===== config.mk =====
export PLATFORM = sky130hd
export DESIGN_NAME = dmach_addr_gen
export DESIGN_NICKNAME = d
export VERILOG_FILES = /design/src/rtl/dmach_pkg.sv /design/src/rtl/dmach_shadow.sv /design/src/rtl/dmach_side.sv /design/src/rtl/dmach_seq.sv /design/src/rtl/dmach_addr_gen.sv
export SDC_FILE = /design/constraint.sdc
export NUM_CORES = 1
export LEC_CHECK = 0
export ABC_AREA = 1
export CAP_MARGIN = 30
export CELL_PAD_IN_SITES_DETAIL_PLACEMENT = 0
export CELL_PAD_IN_SITES_GLOBAL_PLACEMENT = 1
export CORE_MARGIN = 2
export CORE_UTILIZATION = 45
export DETAILED_ROUTE_END_ITERATION = 6
export DONT_BUFFER_PORTS = 1
export HOLD_SLACK_MARGIN = 0.08
export PLACE_DENSITY = 0.76
export SETUP_SLACK_MARGIN = 0.4
export SKIP_CTS_REPAIR_TIMING = 1
export SLEW_MARGIN = 40
export SYNTH_ARGS = -nofsm -noshare
export SYNTH_HDL_FRONTEND = slang
export SYNTH_SLANG_ARGS = --single-unit
export TNS_END_PERCENT = 100

===== constraint.sdc =====
create_clock -name clk -period 3.4 [get_ports clk]
set_input_delay 0.34 -clock clk [delete_from_list [all_inputs] [get_ports clk]]
set_output_delay 0.34 -clock clk [all_outputs]
set_load 0.05 [all_outputs]

===== src/rtl/dmach_pkg.sv =====
// Shared types and shadow select codes for the DMA channel address generator.
package dmach_pkg;

    typedef enum logic [1:0] {
        ST_IDLE = 2'd0,
        ST_WAIT = 2'd1,
        ST_RD   = 2'd2,
        ST_WR   = 2'd3
    } seq_state_e;

    localparam int SEL_W = 4;

    localparam logic [SEL_W-1:0] SEL_SRC_BEG   = 4'd0;
    localparam logic [SEL_W-1:0] SEL_SRC_CUR   = 4'd1;
    localparam logic [SEL_W-1:0] SEL_DST_BEG   = 4'd2;
    localparam logic [SEL_W-1:0] SEL_DST_CUR   = 4'd3;
    localparam logic [SEL_W-1:0] SEL_BSIZE     = 4'd4;
    localparam logic [SEL_W-1:0] SEL_XSIZE     = 4'd5;
    localparam logic [SEL_W-1:0] SEL_SRC_WSTEP = 4'd6;
    localparam logic [SEL_W-1:0] SEL_DST_WSTEP = 4'd7;
    localparam logic [SEL_W-1:0] SEL_SRC_BSTEP = 4'd8;
    localparam logic [SEL_W-1:0] SEL_DST_BSTEP = 4'd9;
    localparam logic [SEL_W-1:0] SEL_SRC_WRSZ  = 4'd10;
    localparam logic [SEL_W-1:0] SEL_SRC_WRST  = 4'd11;
    localparam logic [SEL_W-1:0] SEL_DST_WRSZ  = 4'd12;
    localparam logic [SEL_W-1:0] SEL_DST_WRST  = 4'd13;

endpackage


===== src/rtl/dmach_shadow.sv =====
// Shadow register file: holds software-written channel settings until a run
// or a continuous reload copies them into the working registers.
// Assumes AW >= CW; size fields take the low CW bits of the write data.
// Side index 0 is the source, 1 the destination.
module dmach_shadow
    import dmach_pkg::*;
#(
    parameter int AW = 16,
    parameter int CW = 8
) (
    input  logic             clk,
    input  logic             rst_n,
    input  logic             wr_en,
    input  logic [SEL_W-1:0] wr_sel,
    input  logic [AW-1:0]    wr_data,
    output logic [AW-1:0]    sh_beg   [2],
    output logic [AW-1:0]    sh_cur   [2],
    output logic [AW-1:0]    sh_wstep [2],
    output logic [AW-1:0]    sh_bstep [2],
    output logic [AW-1:0]    sh_wrst  [2],
    output logic [CW-1:0]    sh_wrsz  [2],
    output logic [CW-1:0]    sh_bsize,
    output logic [CW-1:0]    sh_xsize
);

    genvar s;
    generate
        for (s = 0; s < 2; s++) begin : g_side
            localparam logic [SEL_W-1:0] C_BEG   = (s == 0) ? SEL_SRC_BEG   : SEL_DST_BEG;
            localparam logic [SEL_W-1:0] C_CUR   = (s == 0) ? SEL_SRC_CUR   : SEL_DST_CUR;
            localparam logic [SEL_W-1:0] C_WSTEP = (s == 0) ? SEL_SRC_WSTEP : SEL_DST_WSTEP;
            localparam logic [SEL_W-1:0] C_BSTEP = (s == 0) ? SEL_SRC_BSTEP : SEL_DST_BSTEP;
            localparam logic [SEL_W-1:0] C_WRSZ  = (s == 0) ? SEL_SRC_WRSZ  : SEL_DST_WRSZ;
            localparam logic [SEL_W-1:0] C_WRST  = (s == 0) ? SEL_SRC_WRST  : SEL_DST_WRST;

            // Capture writes addressed to this side's fields.
            always_ff @(posedge clk) begin
                if (!rst_n) begin
                    sh_beg[s]   <= '0;
                    sh_cur[s]   <= '0;
                    sh_wstep[s] <= '0;
                    sh_bstep[s] <= '0;
                    sh_wrst[s]  <= '0;
                    sh_wrsz[s]  <= '0;
                end else if (wr_en) begin
                    if (wr_sel == C_BEG)   sh_beg[s]   <= wr_data;
                    if (wr_sel == C_CUR)   sh_cur[s]   <= wr_data;
                    if (wr_sel == C_WSTEP) sh_wstep[s] <= wr_data;
                    if (wr_sel == C_BSTEP) sh_bstep[s] <= wr_data;
                    if (wr_sel == C_WRST)  sh_wrst[s]  <= wr_data;
                    if (wr_sel == C_WRSZ)  sh_wrsz[s]  <= wr_data[CW-1:0];
                end
            end
        end
    endgenerate

    // Capture writes to the shared size fields.
    always_ff @(posedge clk) begin
        if (!rst_n) begin
            sh_bsize <= '0;
            sh_xsize <= '0;
        end else if (wr_en) begin
            if (wr_sel == SEL_BSIZE) sh_bsize <= wr_data[CW-1:0];
            if (wr_sel == SEL_XSIZE) sh_xsize <= wr_data[CW-1:0];
        end
    end

endmodule


===== src/rtl/dmach_side.sv =====
// Address walker for one side of the channel. It steps inside a burst, steps
// or wraps at burst boundaries, and reloads from the shadow registers on load.
// Assumes word_step and burst_end are never high together; load wins over both.
module dmach_side #(
    parameter int AW = 16,
    parameter int CW = 8
) (
    input  logic          clk,
    input  logic          rst_n,
    input  logic          clr,
    input  logic          load,
    input  logic          word_step,
    input  logic          burst_end,
    input  logic [AW-1:0] sh_beg,
    input  logic [AW-1:0] sh_cur,
    input  logic [AW-1:0] sh_wstep,
    input  logic [AW-1:0] sh_bstep,
    input  logic [AW-1:0] sh_wrst,
    input  logic [CW-1:0] sh_wrsz,
    output logic [AW-1:0] addr
);

    logic [AW-1:0] addr_q, beg_q, wstep_q, bstep_q, wrst_q;
    logic [CW-1:0] wrsz_q, wcnt_q;
    logic [AW-1:0] beg_wrapped;

    assign beg_wrapped = beg_q + wrst_q;
    assign addr        = addr_q;

    // Working address, begin address and wrap counter update.
    always_ff @(posedge clk) begin
        if (!rst_n || clr) begin
            addr_q  <= '0;
            beg_q   <= '0;
            wstep_q <= '0;
            bstep_q <= '0;
            wrst_q  <= '0;
            wrsz_q  <= '0;
            wcnt_q  <= '0;
        end else if (load) begin
            addr_q  <= sh_cur;
            beg_q   <= sh_beg;
            wstep_q <= sh_wstep;
            bstep_q <= sh_bstep;
            wrst_q  <= sh_wrst;
            wrsz_q  <= sh_wrsz;
            wcnt_q  <= sh_wrsz;
        end else if (burst_end) begin
            if (wcnt_q == '0) begin
                beg_q  <= beg_wrapped;
                addr_q <= beg_wrapped;
                wcnt_q <= wrsz_q;
            end else begin
                addr_q <= addr_q + bstep_q;
                wcnt_q <= wcnt_q - 1'b1;
            end
        end else if (word_step) begin
            addr_q <= addr_q + wstep_q;
        end
    end

    // the wrap counter never exceeds the loaded wrap field.
    p_wrap_count_bound_r6: assert property (@(posedge clk) disable iff (!rst_n)
        wcnt_q <= wrsz_q);

    // right after a wrap, the address sits on the new begin address.
    p_wrap_lands_on_begin_r6: assert property (@(posedge clk) disable iff (!rst_n)
        (burst_end && !load && !clr && wcnt_q == '0) |=> (addr_q == beg_q));

endmodule


===== src/rtl/dmach_seq.sv =====
// Channel sequencer: run and stop, burst and word counting, trigger pending
// and overflow flags, and interrupt pulses. Drives the request strobes and
// tells the address walkers when to load, step and close a burst.
// Assumes trig is a level sampled each cycle; a held trig counts once per cycle.
module dmach_seq
    import dmach_pkg::*;
#(
    parameter int CW = 8
) (
    input  logic          clk,
    input  logic          rst_n,
    input  logic          hard_rst,
    input  logic          run,
    input  logic          trig,
    input  logic          clr_trig,
    input  logic          clr_err,
    input  logic          mode_oneshot,
    input  logic          mode_cont,
    input  logic          mode_irq_at_start,
    input  logic          mode_irq_en,
    input  logic          mode_ovf_irq_en,
    input  logic [CW-1:0] sh_bsize,
    input  logic [CW-1:0] sh_xsize,
    output logic          load,
    output logic          word_step,
    output logic          burst_end,
    output logic          bus_req,
    output logic          bus_we,
    output logic          running,
    output logic          trig_pending,
    output logic          ovf_flag,
    output logic          ch_irq,
    output logic          ovf_irq
);

    seq_state_e    st;
    logic [CW-1:0] bsize_q, wcnt_q, bleft_q;
    logic          first_q, pend_q, ovf_q, irq_q, ovf_irq_q;
    logic          start_run, begin_burst, last_word, last_burst;
    logic          cont_reload, ovf_set, irq_event, pend_next;

    // Decode of the events in the current cycle.
    always_comb begin
        start_run   = run && (st == ST_IDLE);
        begin_burst = (st == ST_WAIT) && pend_q;
        last_word   = (st == ST_WR) && (wcnt_q == '0);
        last_burst  = last_word && (bleft_q == '0);
        cont_reload = last_burst && mode_cont;
        ovf_set     = trig && (st != ST_IDLE) && pend_q && !begin_burst;
        irq_event   = mode_irq_at_start ? (begin_burst && first_q) : last_burst;
    end

    // Next value of the pending-trigger flag.
    always_comb begin
        pend_next = pend_q;
        if (begin_burst)                   pend_next = 1'b0;
        if (trig && (st != ST_IDLE))       pend_next = 1'b1;
        if (clr_trig)                      pend_next = 1'b0;
        if (last_burst && !mode_cont)      pend_next = 1'b0;
    end

    assign load         = start_run || cont_reload;
    assign word_step    = (st == ST_WR) && (wcnt_q != '0);
    assign burst_end    = last_word;
    assign bus_req      = (st == ST_RD) || (st == ST_WR);
    assign bus_we       = (st == ST_WR);
    assign running      = (st != ST_IDLE);
    assign trig_pending = pend_q;
    assign ovf_flag     = ovf_q;
    assign ch_irq       = irq_q;
    assign ovf_irq      = ovf_irq_q;

    // State machine with the word and burst counters.
    always_ff @(posedge clk) begin
        if (!rst_n || hard_rst) begin
            st      <= ST_IDLE;
            bsize_q <= '0;
            wcnt_q  <= '0;
            bleft_q <= '0;
            first_q <= 1'b0;
        end else begin
            unique case (st)
                ST_IDLE: if (run) begin
                    st      <= ST_WAIT;
                    bsize_q <= sh_bsize;
                    bleft_q <= sh_xsize;
                    first_q <= 1'b1;
                end
                ST_WAIT: if (pend_q) begin
                    st      <= ST_RD;
                    wcnt_q  <= bsize_q;
                    first_q <= 1'b0;
                end
                ST_RD: st <= ST_WR;
                ST_WR: begin
                    if (wcnt_q != '0) begin
                        wcnt_q <= wcnt_q - 1'b1;
                        st     <= ST_RD;
                    end else if (bleft_q != '0) begin
                        bleft_q <= bleft_q - 1'b1;
                        if (mode_oneshot) begin
                            st     <= ST_RD;
                            wcnt_q <= bsize_q;
                        end else begin
                            st <= ST_WAIT;
                        end
                    end else if (mode_cont) begin
                        st      <= ST_WAIT;
                        bsize_q <= sh_bsize;
                        bleft_q <= sh_xsize;
                        first_q <= 1'b1;
                    end else begin
                        st <= ST_IDLE;
                    end
                end
                default: st <= ST_IDLE;
            endcase
        end
    end

    // Pending, overflow and interrupt flags.
    always_ff @(posedge clk) begin
        if (!rst_n || hard_rst) begin
            pend_q    <= 1'b0;
            ovf_q     <= 1'b0;
            irq_q     <= 1'b0;
            ovf_irq_q <= 1'b0;
        end else begin
            pend_q    <= pend_next;
            ovf_q     <= ovf_set ? 1'b1 : (clr_err ? 1'b0 : ovf_q);
            irq_q     <= mode_irq_en && irq_event;
            ovf_irq_q <= mode_ovf_irq_en && ovf_set;
        end
    end

    // a write cycle always follows a read cycle.
    p_write_after_read_r4: assert property (@(posedge clk) disable iff (!rst_n)
        bus_we |-> $past(bus_req && !bus_we));

    // an idle channel holds no pending trigger.
    p_idle_no_pending_r3: assert property (@(posedge clk) disable iff (!rst_n)
        !running |-> !trig_pending);

    // overflow only rises after a trigger.
    p_ovf_needs_trig_r11: assert property (@(posedge clk) disable iff (!rst_n)
        $rose(ovf_flag) |-> $past(trig));

    // the channel stops only after a write cycle or a hard reset.
    p_stop_after_write_r7: assert property (@(posedge clk) disable iff (!rst_n)
        $fell(running) |-> ($past(st == ST_WR) || $past(hard_rst)));

    // a channel interrupt needs the enable in the cycle before.
    p_irq_gated_r10: assert property (@(posedge clk) disable iff (!rst_n)
        ch_irq |-> $past(mode_irq_en));

endmodule


===== src/rtl/dmach_addr_gen.sv =====
// DMA channel address generator top. It wires the shadow register file, the
// sequencer and one address walker per side, and muxes the request address.
// Assumes the request port accepts every cycle; reads use the source side and
// writes use the destination side.
module dmach_addr_gen
    import dmach_pkg::*;
#(
    parameter int AW = 16,
    parameter int CW = 8
) (
    input  logic          clk,
    input  logic          rst_n,
    input  logic          cfg_wr_en,
    input  logic [3:0]    cfg_wr_sel,
    input  logic [AW-1:0] cfg_wr_data,
    input  logic          ctl_run,
    input  logic          ctl_hard_reset,
    input  logic          ctl_clr_trig,
    input  logic          ctl_clr_err,
    input  logic          mode_oneshot,
    input  logic          mode_cont,
    input  logic          mode_irq_at_start,
    input  logic          mode_irq_en,
    input  logic          mode_ovf_irq_en,
    input  logic          trig,
    output logic          bus_req,
    output logic          bus_we,
    output logic [AW-1:0] bus_addr,
    output logic          running,
    output logic          trig_pending,
    output logic          ovf_flag,
    output logic          ch_irq,
    output logic          ovf_irq
);

    logic [AW-1:0] sh_beg   [2];
    logic [AW-1:0] sh_cur   [2];
    logic [AW-1:0] sh_wstep [2];
    logic [AW-1:0] sh_bstep [2];
    logic [AW-1:0] sh_wrst  [2];
    logic [CW-1:0] sh_wrsz  [2];
    logic [CW-1:0] sh_bsize, sh_xsize;
    logic [AW-1:0] side_addr [2];
    logic          load, word_step, burst_end;

    dmach_shadow #(.AW(AW), .CW(CW)) u_shadow (
        .clk      (clk),
        .rst_n    (rst_n),
        .wr_en    (cfg_wr_en),
        .wr_sel   (cfg_wr_sel),
        .wr_data  (cfg_wr_data),
        .sh_beg   (sh_beg),
        .sh_cur   (sh_cur),
        .sh_wstep (sh_wstep),
        .sh_bstep (sh_bstep),
        .sh_wrst  (sh_wrst),
        .sh_wrsz  (sh_wrsz),
        .sh_bsize (sh_bsize),
        .sh_xsize (sh_xsize)
    );

    dmach_seq #(.CW(CW)) u_seq (
        .clk               (clk),
        .rst_n             (rst_n),
        .hard_rst          (ctl_hard_reset),
        .run               (ctl_run),
        .trig              (trig),
        .clr_trig          (ctl_clr_trig),
        .clr_err           (ctl_clr_err),
        .mode_oneshot      (mode_oneshot),
        .mode_cont         (mode_cont),
        .mode_irq_at_start (mode_irq_at_start),
        .mode_irq_en       (mode_irq_en),
        .mode_ovf_irq_en   (mode_ovf_irq_en),
        .sh_bsize          (sh_bsize),
        .sh_xsize          (sh_xsize),
        .load              (load),
        .word_step         (word_step),
        .burst_end         (burst_end),
        .bus_req           (bus_req),
        .bus_we            (bus_we),
        .running           (running),
        .trig_pending      (trig_pending),
        .ovf_flag          (ovf_flag),
        .ch_irq            (ch_irq),
        .ovf_irq           (ovf_irq)
    );

    genvar s;
    generate
        for (s = 0; s < 2; s++) begin : g_walk
            dmach_side #(.AW(AW), .CW(CW)) u_side (
                .clk       (clk),
                .rst_n     (rst_n),
                .clr       (ctl_hard_reset),
                .load      (load),
                .word_step (word_step),
                .burst_end (burst_end),
                .sh_beg    (sh_beg[s]),
                .sh_cur    (sh_cur[s]),
                .sh_wstep  (sh_wstep[s]),
                .sh_bstep  (sh_bstep[s]),
                .sh_wrst   (sh_wrst[s]),
                .sh_wrsz   (sh_wrsz[s]),
                .addr      (side_addr[s])
            );
        end
    endgenerate

    assign bus_addr = bus_we ? side_addr[1] : side_addr[0];

    // no request while the channel is idle.
    p_no_req_idle_r1: assert property (@(posedge clk) disable iff (!rst_n)
        bus_req |-> running);

endmodule


==> flow_metrics.py <==
metrics = {
    "setup_path": {
        "critPathCaptureType": "output pin",
        "required_ns": 3.06,
        "worst_path_dominant_cell_family": "buffers and inverters",
        "cp_num_cells": 6,
        "arrival_ns": 2.46,
        "crit_type": "flop to output pin",
        "worst_path_most_repeated_cell": "buf_4",
        "path_max_fanout": 24,
        "crit_path_start_kind": "flop",
        "cp_slowest_cell": "dfxtp_1",
        "critPathMaxStageDelay_ns": 0.44,
        "critPathBufInv": 4,
        "r2r_cells": 14,
        "critical_path.cell_chain": "ha_1 > buf_4 > inv_1 > buf_4 > o21ai_1 > buf_4",
    },
    "die": {
        "die-area_um2": 49600,
        "rows": 80,
        "initial_core_util_pct": 45.4,
        "die_w_um": 223,
        "core_area_um2": 47400,
        "pin_count": 56,
        "dieHeight_um": 223,
    },
    "placement": {
        "place_hpwl_mm": 51.1,
        "port_buffers": 0,
        "place_ws_ns": 0.538,
        "place_congestion": 0.893,
    },
    "synthesis": {
        "yosysTopAreaCellShare_pct": 38.6,
        "synthTopCellsByArea": "dfxtp_1, nor2_1, nand2_1",
        "synth_fp_nets": 3326,
        "yosys_warnings": 0,
        "async_reset_ff_share_pct": 0,
        "ys_seq_elements": 415,
        "synth_edf_count": 0,
        "synthCells": 3184,
        "syn_area_um2": 21500,
        "yosysUniqueCellTypes": 41,
        "synth_ff_type": "dfxtp_1",
        "syn_area_per_cell_um2": 6.76,
        "seq_area_frac_synth_pct": 38.6,
        "synth_largest_area_cell": "dfxtp_1",
    },
    "drt": {
        "ant_nets": 0,
        "wl_per_cell_um": 20.2,
        "vias": 20900,
        "drcViolationCount": 0,
        "drt_pass1_iterations": 6,
        "via_per_inst": 5.49,
        "drt_wl_total_mm": 77.0,
        "drt_iter0_drc": 1917,
    },
    "power": {
        "vdd_drop_max_v": 0.000387,
        "power_frac_seq_pct": 44.6,
        "clkPwrFrac_pct": 45.4,
        "p_int_mw": 8.35,
        "leakage_nw": 11.1,
        "switching_share_pct": 27.1,
        "p_switching_mw": 3.10,
        "comb_power_share_pct": 10.0,
        "pwr_density_cell_nw_per_um2": 477,
    },
    "final_layout": {
        "layout_common_cells": "nor2_1, nand2_1, dfxtp_1",
        "postLayoutCoreUtil_pct": 50.6,
        "drive_above_1_share_pct": 5.10,
        "multiInputGateArea_um2": 11600,
        "nets": 3303,
        "regArea_um2": 8310,
        "syn_to_final_growth_pct": 11.5,
        "n_fill_cell": 4859,
        "layout_commonest_cell": "nor2_1",
        "diodes": 0,
    },
    "global_routing": {
        "antenna_found_initial": 1,
        "grt_pass1_vias": 19200,
        "grt_pass1_wl_mm": 115,
        "grt_max_degree": 194,
        "grt_overflow": 0,
        "track_usage_pct": 30.3,
    },
    "sta": {
        "hold_violations": 0,
        "grt_setup_unrepaired": "false",
        "worst_slew_pin_slew_ns": 1.29,
        "layout_setup_ws_ns": 0.597,
        "final_max_slew_viol_count": 0,
        "min_period_ns": 2.80,
        "tns_ns": 0,
        "post-route-period-util_pct": 82.5,
        "relSlewSlack_pct": 13.5,
        "setup_viol_count_final": 0,
        "clock_skew_ns": 0.0374,
        "max_freq_mhz": 357,
    },
    "cts": {
        "clock-sinks": 415,
        "clk_pin_slew_worst_paths_ns": 0.06,
        "root_buffer": "clkbuf_16",
        "htreeDepth": 2,
        "cts_tree": "yes",
        "numCtsBuffers": 47,
        "clk_latency_ns": 0.62,
        "clockBufferDepth": 3,
    },
    "run_status": {
        "status": "finished clean",
    },
    "worst_hold_path": {
        "hold_depth": 3,
        "hold_path.class": "input port to flop",
    },
    "job": {
        "max-cap-violations": 0,
    },
}
[area by class of cell]
| type | instances | share of cell area (%) |
|---|---|---|
| clock buffers | 68 | 5.73 |
| repair buffers | 69 | 3.06 |
| multi-input cells | 2365 | 48.5 |
| inverters | 263 | 4.13 |
| flip-flops and latches | 415 | 34.6 |
| clock inverters | 18 | 0.787 |
| well taps | 615 | 3.21 |
[per-layer routing]
metal / track usage (%) / part of all wire, % / up-vias
met5: 0 / 0.017 / -
met4: 12.8 / 3.2 / 2
met3: 5.13 / 6.8 / 124
met2: 46.7 / 44 / 684
met1: 41.8 / 46 / 9817
li1: - / - / 10300
[synth_stat cells (all sizes together) (6+ instances only)]
| cell | instances |
|---|---|
| a21oi | 181 |
| a22oi | 6 |
| a31oi | 19 |
| buf | 44 |
| clkbuf | 97 |
| dfxtp | 415 |
| fa | 6 |
| ha | 103 |
| inv | 262 |
| nand2 | 604 |
| nand3 | 147 |
| nand3b | 7 |
| nand4 | 35 |
| nor2 | 718 |
| nor3 | 26 |
| o211ai | 15 |
| o21ai | 393 |
| o21bai | 13 |
| o221ai | 8 |
| or2 | 8 |
| xnor2 | 28 |
| xor2 | 27 |
[tightest hold or removal path, stage by stage]
cell and delay (ns):
buf_12 0.15, nor2_1 0.11, nor2_1 0.05
[flip-flops by register name (all words and copies together) (netlist names)]
name and cells:
g_walk.u_side.wstep_q 32, u_shadow.sh_wrsz 16, u_seq.ovf_flag 1, g_walk.u_side.addr 32
u_shadow.sh_beg 32, u_shadow.sh_bsize 8, g_walk.u_side.wrsz_q 16, u_shadow.sh_xsize 8
u_seq.ovf_irq 1, u_shadow.sh_bstep 32, u_seq.wcnt_q 8, u_seq.bleft_q 8
u_seq.ch_irq 1, u_shadow.sh_cur 32, u_seq.bsize_q 8, u_seq.st 2
g_walk.u_side.bstep_q 32, g_walk.u_side.wrst_q 32, u_shadow.sh_wrst 32, u_seq.first_q 1
u_shadow.sh_wstep 32, g_walk.u_side.wcnt_q 16, g_walk.u_side.beg_q 32, u_seq.trig_pending 1
[worst paths after layout]
path                                   end                start  slack (ns)
setup / recovery               bus_addr[3]          u_seq.st[0]        0.60
hold / removal          u_shadow.sh_beg[1]       cfg_wr_data[1]        0.08
setup reg to reg  g_walk[1].u_side.addr[5]     u_seq.bleft_q[0]        0.71
hold reg to reg        u_shadow.sh_beg[18]  u_shadow.sh_beg[18]        0.45
[logic make-up after synthesis]
group,count (synthesis),synth area share [%]
AND/OR/NAND/NOR,1547,29.1
XOR/XNOR,55,2.24
AO/OA/AOI/OAI,654,16.1
flip-flops,415,38.6
adder cells (fa/ha/maj),109,6.54
buffers and inverters,404,7.46
[power groups by stage]
stage                     Clock [mW]  Combinational, mW  Sequential (mW)
after floorplan                    0              0.756             5.15
after global placement             0              0.949             5.21
after detailed placement           0              0.956             5.21
after CTS                       5.27              0.961             5.10
after global routing            5.48               1.25             5.11
final                           5.20               1.14             5.10
[per-stage QoR]
step / power, mW / cell area (µm²) / std cells / hold WS [ns]
after floorplan: 5.91 / 21500 / 3184 / 0.420
after global placement: 6.16 / 22000 / 3695 / 0.428
after detailed placement: 6.16 / 22000 / 3695 / 0.436
after CTS: 11.3 / 23600 / 3781 / -0.184
after global routing: 11.8 / 24000 / 3813 / 0.0768
final: 11.5 / 24000 / 3813 / 0.0816
No activity file was read; power rests on OpenSTA's default activity.
